**config.mk**
```make
export PLATFORM = sky130hd
export DESIGN_NAME = spec_store_buf
export DESIGN_NICKNAME = d
export VERILOG_FILES = /design/src/rtl/ssb_pkg.sv /design/src/rtl/ssb_slot.sv /design/src/rtl/ssb_oldest.sv /design/src/rtl/ssb_fwd.sv /design/src/rtl/spec_store_buf.sv
export SDC_FILE = /design/constraint.sdc
export NUM_CORES = 1
export LEC_CHECK = 0
export ABC_CLOCK_PERIOD_IN_PS = 8900
export CAP_MARGIN = 10
export CORE_MARGIN = 1
export CORE_UTILIZATION = 49
export DETAILED_ROUTE_END_ITERATION = 7
export GPL_ROUTABILITY_DRIVEN = 0
export MAX_ROUTING_LAYER = met4
export PLACE_DENSITY = 0.76
export SYNTH_ARGS = -nofsm -noshare
export SYNTH_HDL_FRONTEND = slang
export SYNTH_SLANG_ARGS = --single-unit
```
**constraint.sdc**
```tcl
create_clock -name clk -period 8.9 [get_ports clk]
set_input_delay 2.67 -clock clk [delete_from_list [all_inputs] [get_ports clk]]
set_output_delay 2.67 -clock clk [all_outputs]
set_load 0.01 [all_outputs]
```
**src/rtl/ssb_pkg.sv**
```systemverilog
package ssb_pkg;

    localparam int unsigned DEF_ENTRIES   = 4;
    localparam int unsigned DEF_ADDR_W    = 16;
    localparam int unsigned DEF_DATA_W    = 32;
    localparam int unsigned DEF_ROB_IDX_W = 4;
    localparam int unsigned MAX_IDX_W     = 16;
    localparam int unsigned EXT_W         = MAX_IDX_W + 1;

    typedef enum logic [2:0] {
        SLOT_HOLD,
        SLOT_FILL,
        SLOT_COMMIT,
        SLOT_KILL,
        SLOT_FREE
    } slot_act_e;

    // Tags are zero-extended to EXT_W; bit iw holds the wrap flag.
    function automatic logic tag_older(input logic [EXT_W-1:0] a,
                                       input logic [EXT_W-1:0] b,
                                       input int unsigned      iw);
        logic [EXT_W-1:0] mask;
        logic [EXT_W-1:0] ai;
        logic [EXT_W-1:0] bi;
        mask = ({{MAX_IDX_W{1'b0}}, 1'b1} << iw) - {{MAX_IDX_W{1'b0}}, 1'b1};
        ai   = a & mask;
        bi   = b & mask;
        if (a[iw] == b[iw]) return ai < bi;
        return ai > bi;
    endfunction

endpackage

```
**src/rtl/ssb_slot.sv**
```systemverilog
module ssb_slot
    import ssb_pkg::*;
#(
    parameter int unsigned ADDR_W = DEF_ADDR_W,
    parameter int unsigned DATA_W = DEF_DATA_W,
    parameter int unsigned TAG_W  = DEF_ROB_IDX_W + 1
) (
    input  logic              clk,
    input  logic              rst,
    input  slot_act_e         act,
    input  logic [ADDR_W-1:0] fill_addr,
    input  logic [DATA_W-1:0] fill_data,
    input  logic [TAG_W-1:0]  fill_tag,
    output logic              vld,
    output logic              spec,
    output logic [ADDR_W-1:0] addr,
    output logic [DATA_W-1:0] data,
    output logic [TAG_W-1:0]  tag
);

    always_ff @(posedge clk) begin
        if (rst) begin
            vld  <= 1'b0;
            spec <= 1'b0;
        end else begin
            case (act)
                SLOT_FILL: begin
                    vld  <= 1'b1;
                    spec <= 1'b1;
                end
                SLOT_COMMIT: spec <= 1'b0;
                SLOT_KILL: begin
                    vld  <= 1'b0;
                    spec <= 1'b0;
                end
                SLOT_FREE: vld <= 1'b0;
                default: ;
            endcase
        end
    end

    always_ff @(posedge clk) begin
        if (act == SLOT_FILL) begin
            addr <= fill_addr;
            data <= fill_data;
            tag  <= fill_tag;
        end
    end

    AST_FILL_EMPTY: assert property (@(posedge clk) disable iff (rst)
        act == SLOT_FILL |-> !vld);
    AST_COMMIT_SPEC: assert property (@(posedge clk) disable iff (rst)
        act == SLOT_COMMIT |-> (vld && spec));
    AST_FREE_COMMITTED: assert property (@(posedge clk) disable iff (rst)
        act == SLOT_FREE |-> (vld && !spec));
    AST_COMMITTED_KEPT: assert property (@(posedge clk) disable iff (rst)
        (vld && !spec && act != SLOT_FREE) |=> (vld && !spec && $stable(data)));

endmodule

```
**src/rtl/ssb_oldest.sv**
```systemverilog
module ssb_oldest
    import ssb_pkg::*;
#(
    parameter int unsigned ENTRIES   = DEF_ENTRIES,
    parameter int unsigned ROB_IDX_W = DEF_ROB_IDX_W,
    localparam int unsigned TAG_W    = ROB_IDX_W + 1
) (
    input  logic               clk,
    input  logic               rst,
    input  logic [ENTRIES-1:0] vld,
    input  logic [TAG_W-1:0]   tag [ENTRIES],
    output logic [ENTRIES-1:0] pick
);

    for (genvar i = 0; i < ENTRIES; i++) begin : g_pick
        always_comb begin
            pick[i] = vld[i];
            for (int j = 0; j < ENTRIES; j++) begin
                if (j != i && vld[j] &&
                    tag_older(EXT_W'(tag[j]), EXT_W'(tag[i]), ROB_IDX_W))
                    pick[i] = 1'b0;
            end
        end
    end

    AST_OLDEST_ONEHOT: assert property (@(posedge clk) disable iff (rst)
        $onehot0(pick));
    AST_OLDEST_PRESENT: assert property (@(posedge clk) disable iff (rst)
        (|vld) |-> (|pick));

endmodule

```
**src/rtl/ssb_fwd.sv**
```systemverilog
module ssb_fwd
    import ssb_pkg::*;
#(
    parameter int unsigned ENTRIES   = DEF_ENTRIES,
    parameter int unsigned ADDR_W    = DEF_ADDR_W,
    parameter int unsigned ROB_IDX_W = DEF_ROB_IDX_W,
    localparam int unsigned TAG_W    = ROB_IDX_W + 1
) (
    input  logic               clk,
    input  logic               rst,
    input  logic               ld_valid,
    input  logic [ADDR_W-1:0]  ld_addr,
    input  logic [TAG_W-1:0]   ld_tag,
    input  logic [ENTRIES-1:0] vld,
    input  logic [ADDR_W-1:0]  addr [ENTRIES],
    input  logic [TAG_W-1:0]   tag  [ENTRIES],
    output logic               hit,
    output logic [ENTRIES-1:0] sel
);

    logic [ENTRIES-1:0] cand;

    for (genvar i = 0; i < ENTRIES; i++) begin : g_cand
        assign cand[i] = ld_valid && vld[i] && (addr[i] == ld_addr) &&
                         tag_older(EXT_W'(tag[i]), EXT_W'(ld_tag), ROB_IDX_W);
    end

    // Keep the candidate that no other candidate is younger than.
    for (genvar i = 0; i < ENTRIES; i++) begin : g_sel
        always_comb begin
            sel[i] = cand[i];
            for (int j = 0; j < ENTRIES; j++) begin
                if (j != i && cand[j] &&
                    tag_older(EXT_W'(tag[i]), EXT_W'(tag[j]), ROB_IDX_W))
                    sel[i] = 1'b0;
            end
        end
    end

    assign hit = |cand;

    AST_FWD_SINGLE: assert property (@(posedge clk) disable iff (rst)
        hit |-> ($countones(sel) == 1));
    AST_FWD_IDLE: assert property (@(posedge clk) disable iff (rst)
        !ld_valid |-> (!hit && sel == '0));

endmodule

```
**src/rtl/spec_store_buf.sv**
```systemverilog
module spec_store_buf
    import ssb_pkg::*;
#(
    parameter int unsigned ENTRIES   = DEF_ENTRIES,
    parameter int unsigned ADDR_W    = DEF_ADDR_W,
    parameter int unsigned DATA_W    = DEF_DATA_W,
    parameter int unsigned ROB_IDX_W = DEF_ROB_IDX_W
) (
    input  logic                 clk,
    input  logic                 rst,
    input  logic                 st_valid,
    output logic                 st_ready,
    input  logic [ADDR_W-1:0]    st_addr,
    input  logic [DATA_W-1:0]    st_data,
    input  logic [ROB_IDX_W:0]   st_tag,
    input  logic                 cm_valid,
    input  logic [ROB_IDX_W:0]   cm_tag,
    input  logic                 ab_valid,
    input  logic [ROB_IDX_W:0]   ab_tag,
    output logic                 dr_valid,
    input  logic                 dr_ready,
    output logic [ADDR_W-1:0]    dr_addr,
    output logic [DATA_W-1:0]    dr_data,
    input  logic                 ld_valid,
    input  logic [ADDR_W-1:0]    ld_addr,
    input  logic [ROB_IDX_W:0]   ld_tag,
    input  logic [DATA_W-1:0]    ld_cache_data,
    output logic                 ld_hit,
    output logic [DATA_W-1:0]    ld_data
);

    localparam int unsigned TAG_W = ROB_IDX_W + 1;

    logic [ENTRIES-1:0] vld;
    logic [ENTRIES-1:0] spec;
    logic [ADDR_W-1:0]  s_addr [ENTRIES];
    logic [DATA_W-1:0]  s_data [ENTRIES];
    logic [TAG_W-1:0]   s_tag  [ENTRIES];

    logic [ENTRIES-1:0] fill_oh;
    logic [ENTRIES-1:0] oldest;
    logic [ENTRIES-1:0] fwd_sel;
    logic               st_fire;
    logic               dr_fire;
    logic [DATA_W-1:0]  fwd_data;

    // Lowest free slot takes the next store.
    always_comb begin
        logic found;
        fill_oh = '0;
        found   = 1'b0;
        for (int i = 0; i < ENTRIES; i++) begin
            if (!vld[i] && !found) begin
                fill_oh[i] = 1'b1;
                found      = 1'b1;
            end
        end
    end

    assign st_ready = ~&vld;
    assign st_fire  = st_valid && st_ready;

    for (genvar i = 0; i < ENTRIES; i++) begin : g_slot
        slot_act_e act;
        logic      kill;
        logic      cm_hit;

        assign kill   = ab_valid && vld[i] && spec[i] &&
                        !tag_older(EXT_W'(s_tag[i]), EXT_W'(ab_tag), ROB_IDX_W);
        assign cm_hit = cm_valid && vld[i] && spec[i] && (s_tag[i] == cm_tag);

        always_comb begin
            if (st_fire && fill_oh[i])   act = SLOT_FILL;
            else if (kill)               act = SLOT_KILL;
            else if (cm_hit)             act = SLOT_COMMIT;
            else if (dr_fire && oldest[i]) act = SLOT_FREE;
            else                         act = SLOT_HOLD;
        end

        ssb_slot #(
            .ADDR_W (ADDR_W),
            .DATA_W (DATA_W),
            .TAG_W  (TAG_W)
        ) u_slot (
            .clk       (clk),
            .rst       (rst),
            .act       (act),
            .fill_addr (st_addr),
            .fill_data (st_data),
            .fill_tag  (st_tag),
            .vld       (vld[i]),
            .spec      (spec[i]),
            .addr      (s_addr[i]),
            .data      (s_data[i]),
            .tag       (s_tag[i])
        );
    end

    ssb_oldest #(
        .ENTRIES   (ENTRIES),
        .ROB_IDX_W (ROB_IDX_W)
    ) u_oldest (
        .clk  (clk),
        .rst  (rst),
        .vld  (vld),
        .tag  (s_tag),
        .pick (oldest)
    );

    ssb_fwd #(
        .ENTRIES   (ENTRIES),
        .ADDR_W    (ADDR_W),
        .ROB_IDX_W (ROB_IDX_W)
    ) u_fwd (
        .clk      (clk),
        .rst      (rst),
        .ld_valid (ld_valid),
        .ld_addr  (ld_addr),
        .ld_tag   (ld_tag),
        .vld      (vld),
        .addr     (s_addr),
        .tag      (s_tag),
        .hit      (ld_hit),
        .sel      (fwd_sel)
    );

    // Drain offers the oldest slot only once it is committed.
    assign dr_valid = |(oldest & ~spec);
    assign dr_fire  = dr_valid && dr_ready;

    always_comb begin
        dr_addr  = '0;
        dr_data  = '0;
        fwd_data = '0;
        for (int i = 0; i < ENTRIES; i++) begin
            if (oldest[i]) begin
                dr_addr = dr_addr | s_addr[i];
                dr_data = dr_data | s_data[i];
            end
            if (fwd_sel[i]) fwd_data = fwd_data | s_data[i];
        end
    end

    assign ld_data = ld_hit ? fwd_data : ld_cache_data;

    AST_FULL_BLOCKS: assert property (@(posedge clk) disable iff (rst)
        (st_valid && !st_ready) |=> ($countones(vld) <= $past($countones(vld))));
    AST_DRAIN_SHRINKS: assert property (@(posedge clk) disable iff (rst)
        (dr_fire && !st_fire) |=> ($countones(vld) < $past($countones(vld))));
    AST_ABORT_NO_SPEC_LEFT: assert property (@(posedge clk) disable iff (rst)
        (ab_valid && !st_fire && !cm_valid && $countones(vld & spec) != 0) |=>
        ($countones(vld & spec) <= $past($countones(vld & spec))));

endmodule

```
==> impl_metrics.csv, run 1 <==
group,metric,value,unit
floorplan,die_w,160,µm
setup_path,crit_path_start_kind,"input port",
floorplan,die-height,160,µm
global_routing,grt_max_degree,49,
run_status,status,"completed",
logic_synthesis,yosysMostFrequentCell,"edfxtp_1",
logic_synthesis,ys_ff_latch,220,
setup_path,end_kind,"output port",
final_layout,drive_gt1_share,15.2,%
clock_tree,cts_tree,"done",
logic_synthesis,syn_nets,1152,
sta,setup_viol,0,
floorplan,start_util,50.0,%
final_layout,fillers,1839,
sta,timing.final.ws_setup,0.149,ns
floorplan,ios,206,
routing,dr.pass1.iters,5,
sta,clock-skew-final,0.0186,ns
clock_tree,cts_root_buf,"clkbuf_16",
setup_path,critPathKind,"in2out",
final_layout,fin_area,15600,µm²
logic_synthesis,async_reset_ff_share,0,%
global_routing,first_global_vias,9670,
routing,drc,0,
sta,period_needed,8.75,ns
routing,viasPerCell,6.07,
logic_synthesis,synth_area,12200,µm²
setup_path,worstPathRequired,6.23,ns
logic_synthesis,synth_enable_flop_cells,212,
global_routing,gr-total-overflow,0,
routing,antenna_left,0,
job,max_cap_violations,0,
logic_synthesis,ys_warn_count,0,
sta,slew_headroom,45.7,%
sta,maxSlewViolCount,0,
logic_synthesis,synth.area.top_cells,"edfxtp_1 (52%), a22oi_1 (7.9%), ha_1 (5.8%), xnor2_1 (4.6%), a221oi_2 (3.7%)",
clock_tree,path_clk_slew,0.06,ns
placed_design,place_area,14600,µm²
logic_synthesis,ys_seq_area_share,53.7,%
logic_synthesis,synth.top_cells.by_count,"edfxtp_1 (212), a22oi_1 (128), nand2_1 (64), xnor2_1 (64), ha_1 (56)",
logic_synthesis,synthFlopType,"edfxtp_1",
pwr,leakage,0.00574,µW
routing,routed-via-count,9354,
pwr,powerDensity,169,nW/µm²
floorplan,fp-row-count,57,
final_layout,area_growth,28.7,%
setup_path,worst-path-max-fanout,32,
placed_design,numPortBuffers,205,
clock_tree,h-tree-depth,1,
routing,dr.first_iter.drc_count,795,
logic_synthesis,syn_avg_cell_area,12.5,µm²
logic_synthesis,yosysUniqueCellTypes,65,
global_routing,grt_usage,28.0,%
pwr,design_power_total,2640,µW
logic_synthesis,synth_top_area_share,52.4,%
routing,post_drt_wl_per_cell,22.6,µm
global_routing,antenna_found_initial,4,
floorplan,die_area,25400,µm²
placed_design,hpwl,23200,µm
final_layout,final_net_count,1375,
floorplan,core_area,24300,µm²
global_routing,grt_pass1_wl,53500,µm
sta,fmax,114,MHz
sta,period_share,98.3,%
clock_tree,cts_sinks,220,
clock_tree,clock_latency,0.53,ns
placed_design,pre_cts_ws,-0.152,ns
sta,tightest_slew,0.815,ns
clock_tree,cts_buffers,24,
setup_path,crit_arrival,6.08,ns
logic_synthesis,synth_cells,973,
sta,hold_viol,0,
min_path,hold_path.class,"reg2reg",
pwr,vdd_ir_drop_max,0.134,mV
logic_synthesis,synth_top_area_cell,"edfxtp_1",
clock_tree,cts_max_path_buffers,3,
routing,routed_wl,34900,µm
## power by group
part / internal, µW / switching [µW] / total [µW] / leakage, µW
clock: 609 / 405 / 1010 / 0.000395
combinational: 201 / 208 / 409 / 0.00333
sequential: 1180 / 32.5 / 1220 / 0.00201
## per-stage QoR
stage | setup TNS (ns) | hold slack (ns) | std cells | utilization, %
3_5_place_dp | -2.85 | 0.516 | 1484 | 60.2
6_report | 0 | 0.531 | 1542 | 64.3
5_1_grt | -0.0184 | 0.566 | 1542 | 64.3
2_1_floorplan | 0 | 0.482 | 973 | -
3_3_place_gp | -1.16 | 0.509 | 1484 | 60.2
4_1_cts | 0 | 0.527 | 1533 | 63.8
## registers in the layout, indices dropped and copies added, names as in the netlist
name and count:
g_slot.u_slot.tag 20, g_slot.u_slot.data 128, g_slot.u_slot.spec 4, g_slot.u_slot.addr 64
g_slot.u_slot.vld 4
## cells by family (layout without fill, tap and decap cells)
group                    count (synthesis)  after routing  share of synthesized area [%]
flip-flops                             220            220                           53.7
buffers and inverters                   93            333                           4.10
other                                    0              4                              0
AND/OR/NAND/NOR                        207            208                           8.72
multiplexers                             4              4                          0.360
XOR/XNOR                               101            101                           7.46
AO/OA/AOI/OAI                          292            292                           19.9
adder cells (fa/ha/maj)                 56             56                           5.76
## final timing paths
kind                                start  cells past startpoint               endpoint  slack (ns)
setup / recovery                ld_tag[1]                     16            ld_data[27]        0.15
hold / removal      g_slot[0].u_slot.spec                      2  g_slot[0].u_slot.spec        0.53
setup reg to reg  g_slot[0].u_slot.tag[1]                     10   g_slot[0].u_slot.vld        5.80
hold reg to reg     g_slot[0].u_slot.spec                      2  g_slot[0].u_slot.spec        0.53
## what timing repair did
action	4_1_cts	5_1_grt
setup endpoints to repair	32	32
pin swaps	2	3
hold buffers	0	0
setup buffers	3	4
cloned	2	1
resized for setup	0	18
## metal layers
metal  routed length, µm  GRT usage [%]  part of all wire (%)  up-vias
met1               14000           35.0                    40     4583
li1                    -              -                     -     4269
met3                2970           5.34                   8.5       74
met2               16800           46.0                    48      428
met4                1150           9.13                   3.3        0
met5                   0              -                     0        -
## final cells by class
| cell class | count | area, µm² | area share [%] |
|---|---|---|---|
| inverters | 32 | 123 | 0.784 |
| multi-input cells | 661 | 5200 | 33.2 |
| repair buffers | 257 | 2570 | 16.4 |
| clock inverters | 20 | 211 | 1.35 |
| well taps | 324 | 405 | 2.59 |
| diodes | 4 | 10.0 | 0.0640 |
| clock buffers | 24 | 601 | 3.84 |
| flip-flops and latches | 220 | 6530 | 41.7 |
## worst max-delay path: stages
cell             delay [ns]
clkdlybuf4s50_1        0.46
inv_1                  0.09
buf_4                  0.15
ha_1                   0.29
nor2b_1                0.13
o211ai_1               0.24
buf_4                  0.17
a21oi_2                0.06
o211ai_4               0.18
buf_4                  0.17
o22ai_2                0.09
nor3_4                 0.21
buf_12                 0.29
a221oi_2               0.10
a21oi_2                0.20
clkdlybuf4s50_1        0.56
## cell usage in the layout (no fill, tap or decap), types with 9 or more instances in the layout
cell type | Yosys | layout
a21oi_1 | 36 | 35
a21oi_2 | 29 | 30
a221oi_2 | 30 | 31
a22oi_1 | 128 | 128
buf_4 | 4 | 45
clkbuf_16 | 0 | 25
clkdlybuf4s50_1 | 0 | 195
dlymetal6s2s_1 | 0 | 10
edfxtp_1 | 212 | 212
ha_1 | 56 | 56
inv_1 | 31 | 29
nand2_1 | 64 | 64
nand3_1 | 18 | 18
nand4_1 | 24 | 24
nor2_1 | 49 | 47
nor2b_1 | 9 | 9
o21ai_0 | 10 | 10
xnor2_1 | 64 | 64
xor2_1 | 34 | 34
Note: power is estimated with default switching activity, not from simulation.
==> inputs of run 2 (changes only) <==
CTS_CLUSTER_DIAMETER = 30   (was default)
==> run 2 against run 1 <==
Compared with the run above: critical path depth fell by 2; maximum frequency rose by 0.39%; clock power grew 60%; critical path type unchanged.
==> impl_metrics.csv, run 2 (same netlist as run 1, synthesis figures left out) <==
group,metric,value,unit
run_status,status,"completed",
min_path,min_from,"g_slot[0].u_slot.spec",
pwr,p_switching,800,µW
floorplan,ios,206,
setup_path,rrSetupSlack,5.77,ns
routing,routed_wl,35400,µm
floorplan,core_area,24300,µm²
floorplan,die-height,160,µm
final_layout,largest_reg_flops,128,
sta,setup_viol,0,
routing,routed-via-count,9479,
global_routing,grt_usage,28.6,%
setup_path,crit_path_start_kind,"input port",
final_layout,most-common-layout-cells,"edfxtp_1 (212), clkdlybuf4s50_1 (202), a22oi_1 (128)",
setup_path,cp.buffers_inverters,6,
job,max_cap_violations,0,
clock_tree,cts_max_path_buffers,3,
pwr,swShare,24.7,%
global_routing,antenna_found_initial,4,
routing,antenna_left,0,
clock_tree,cts_sinks,220,
pwr,p_int,2440,µW
pwr,leakage,0.00596,µW
pwr,powerDensity,199,nW/µm²
global_routing,gr-total-overflow,0,
final_layout,final_core_util,66.9,%
sta,hold_viol,0,
sta,period_share,97.9,%
routing,viasPerCell,6.03,
global_routing,grt_max_degree,49,
floorplan,die_w,160,µm
clock_tree,clock_latency,0.54,ns
sta,fmax,115,MHz
sta,whs,0.528,ns
setup_path,cp-startpoint,"ld_tag[3]",
final_layout,final_net_count,1389,
sta,rsz0062_at_grt,"no",
sta,tightest_slew,0.838,ns
setup_path,critPathKind,"in2out",
final_layout,regMostFlops,"g_slot.u_slot.data",
routing,dr.first_iter.drc_count,932,
routing,post_drt_wl_per_cell,22.6,µm
placed_design,numPortBuffers,205,
final_layout,fillers,1771,
setup_path,crit_arrival,6.05,ns
setup_path,worst_path_largest_cell_delay,0.58,ns
clock_tree,cts_tree,"done",
setup_path,reg2reg_depth,10,
setup_path,cp_top_family,"buffers and inverters",
pwr,seqPwrFrac,37.6,%
min_path,holdPathEnd,"g_slot[0].u_slot.spec",
floorplan,fp-row-count,57,
setup_path,worst-path-max-fanout,14,
global_routing,first_global_vias,9989,
final_layout,area_growth,33.9,%
clock_tree,h-tree-depth,2,
setup_path,path_cells,"clkdlybuf4s50_1 > inv_1 > ha_1 > and4b_1 > a211oi_2 > mux2i_1 > nand4_1 > buf_4 > and4_2 > clkinv_2 > buf_4 > nor2_1 > a21oi_1 > clkdlybuf4s50_1",
global_routing,grt_pass1_wl,54400,µm
floorplan,die_area,25400,µm²
final_layout,drive_gt1_share,17.7,%
placed_design,hpwl,23200,µm
min_path,hold_path.class,"reg2reg",
routing,dr.pass1.iters,5,
setup_path,worstPathRequired,6.23,ns
setup_path,cpMaxStageDelayCell,"clkdlybuf4s50_1",
pwr,clockPowerShare,49.8,%
sta,maxSlewViolCount,0,
clock_tree,ctsHoldBuffers,0,
pwr,pwr-share-comb,12.6,%
sta,period_needed,8.72,ns
routing,drc,0,
clock_tree,cts_buffers,42,
setup_path,reg2reg_from,"g_slot[0].u_slot.tag[1]",
final_layout,top_regs,"g_slot.u_slot.data x128, g_slot.u_slot.addr x64, g_slot.u_slot.tag x20",
floorplan,start_util,50.0,%
final_layout,final_common_cell,"edfxtp_1",
sta,clock-skew-final,0.0430,ns
clock_tree,path_clk_slew,0.04,ns
min_path,whs_path_depth,2,
setup_path,end_kind,"output port",
setup_path,regToRegEndpoint,"g_slot[0].u_slot.vld",
clock_tree,cts_root_buf,"clkbuf_16",
sta,slew_headroom,44.1,%
pwr,vdd_ir_drop_max,0.251,mV
## run 2: power groups by stage
stage / combinational (µW) / clock, µW / sequential (µW)
final: 410 / 1620 / 1220
after detailed placement: 405 / 0 / 1240
after global routing: 442 / 1680 / 1220
after floorplan: 201 / 0 / 1220
after global placement: 399 / 0 / 1230
after CTS: 408 / 1630 / 1220
## run 2: worst reg2reg max path, delay by kind of cell (launching register included)
family                   cells  cell delay (ns)
buffers and inverters        1             0.09
AO/OA/AOI/OAI                6             1.66
adder cells (fa/ha/maj)      1             0.33
flip-flops                   1             0.54
AND/OR/NAND/NOR              2             0.39
## run 2: how the worst max path moves through the flow
stage	to	slack, ns	cells after the start
floorplan	g_slot[3].u_slot.addr[0]	0.38	2
global placement	ld_data[6]	-0.08	13
detailed placement	ld_data[4]	-0.15	13
CTS	ld_data[4]	0.001	13
global route	ld_data[1]	0.02	14
finish	ld_data[1]	0.18	14
## run 2: final cells by class
class                      instances  area [µm²]  area share, %
antenna                            4        10.0         0.0615
multi-input combinational        661        5250           32.2
sequential                       220        6530           40.1
clock buffer                      43        1050           6.48
inverter                          32         121          0.745
timing repair buffer             253        2500           15.4
clock inverter                    34         414           2.54
tap                              324         405           2.49
## run 2: stage by stage
| stage | worst slack [ns] | setup TNS, ns | std cells | power (µW) | cell area, µm² |
|---|---|---|---|---|---|
| floorplan | 0.375 | 0 | 973 | 1420 | 12200 |
| CTS | 0.00123 | 0 | 1566 | 3250 | 16200 |
| finish | 0.183 | 0 | 1571 | 3240 | 16300 |
| global route | 0.0155 | 0 | 1571 | 3340 | 16300 |
| global placement | -0.0803 | -1.16 | 1484 | 1630 | 14600 |
| detailed placement | -0.152 | -2.85 | 1484 | 1640 | 14600 |
## run 2: routing by layer
| layer | global-route usage (%) | routed length [µm] |
|---|---|---|
| met5 | - | 0 |
| met2 | 46.9 | 17400 |
| met3 | 6.25 | 2710 |
| met1 | 34.2 | 14100 |
| met4 | 11.7 | 1270 |
## run 2: what timing repair did
item                       CTS  global route
buffers inserted             3             1
resized for setup            0            15
cloned                       2             0
setup endpoints to repair   32            32
pin swaps                    2             3
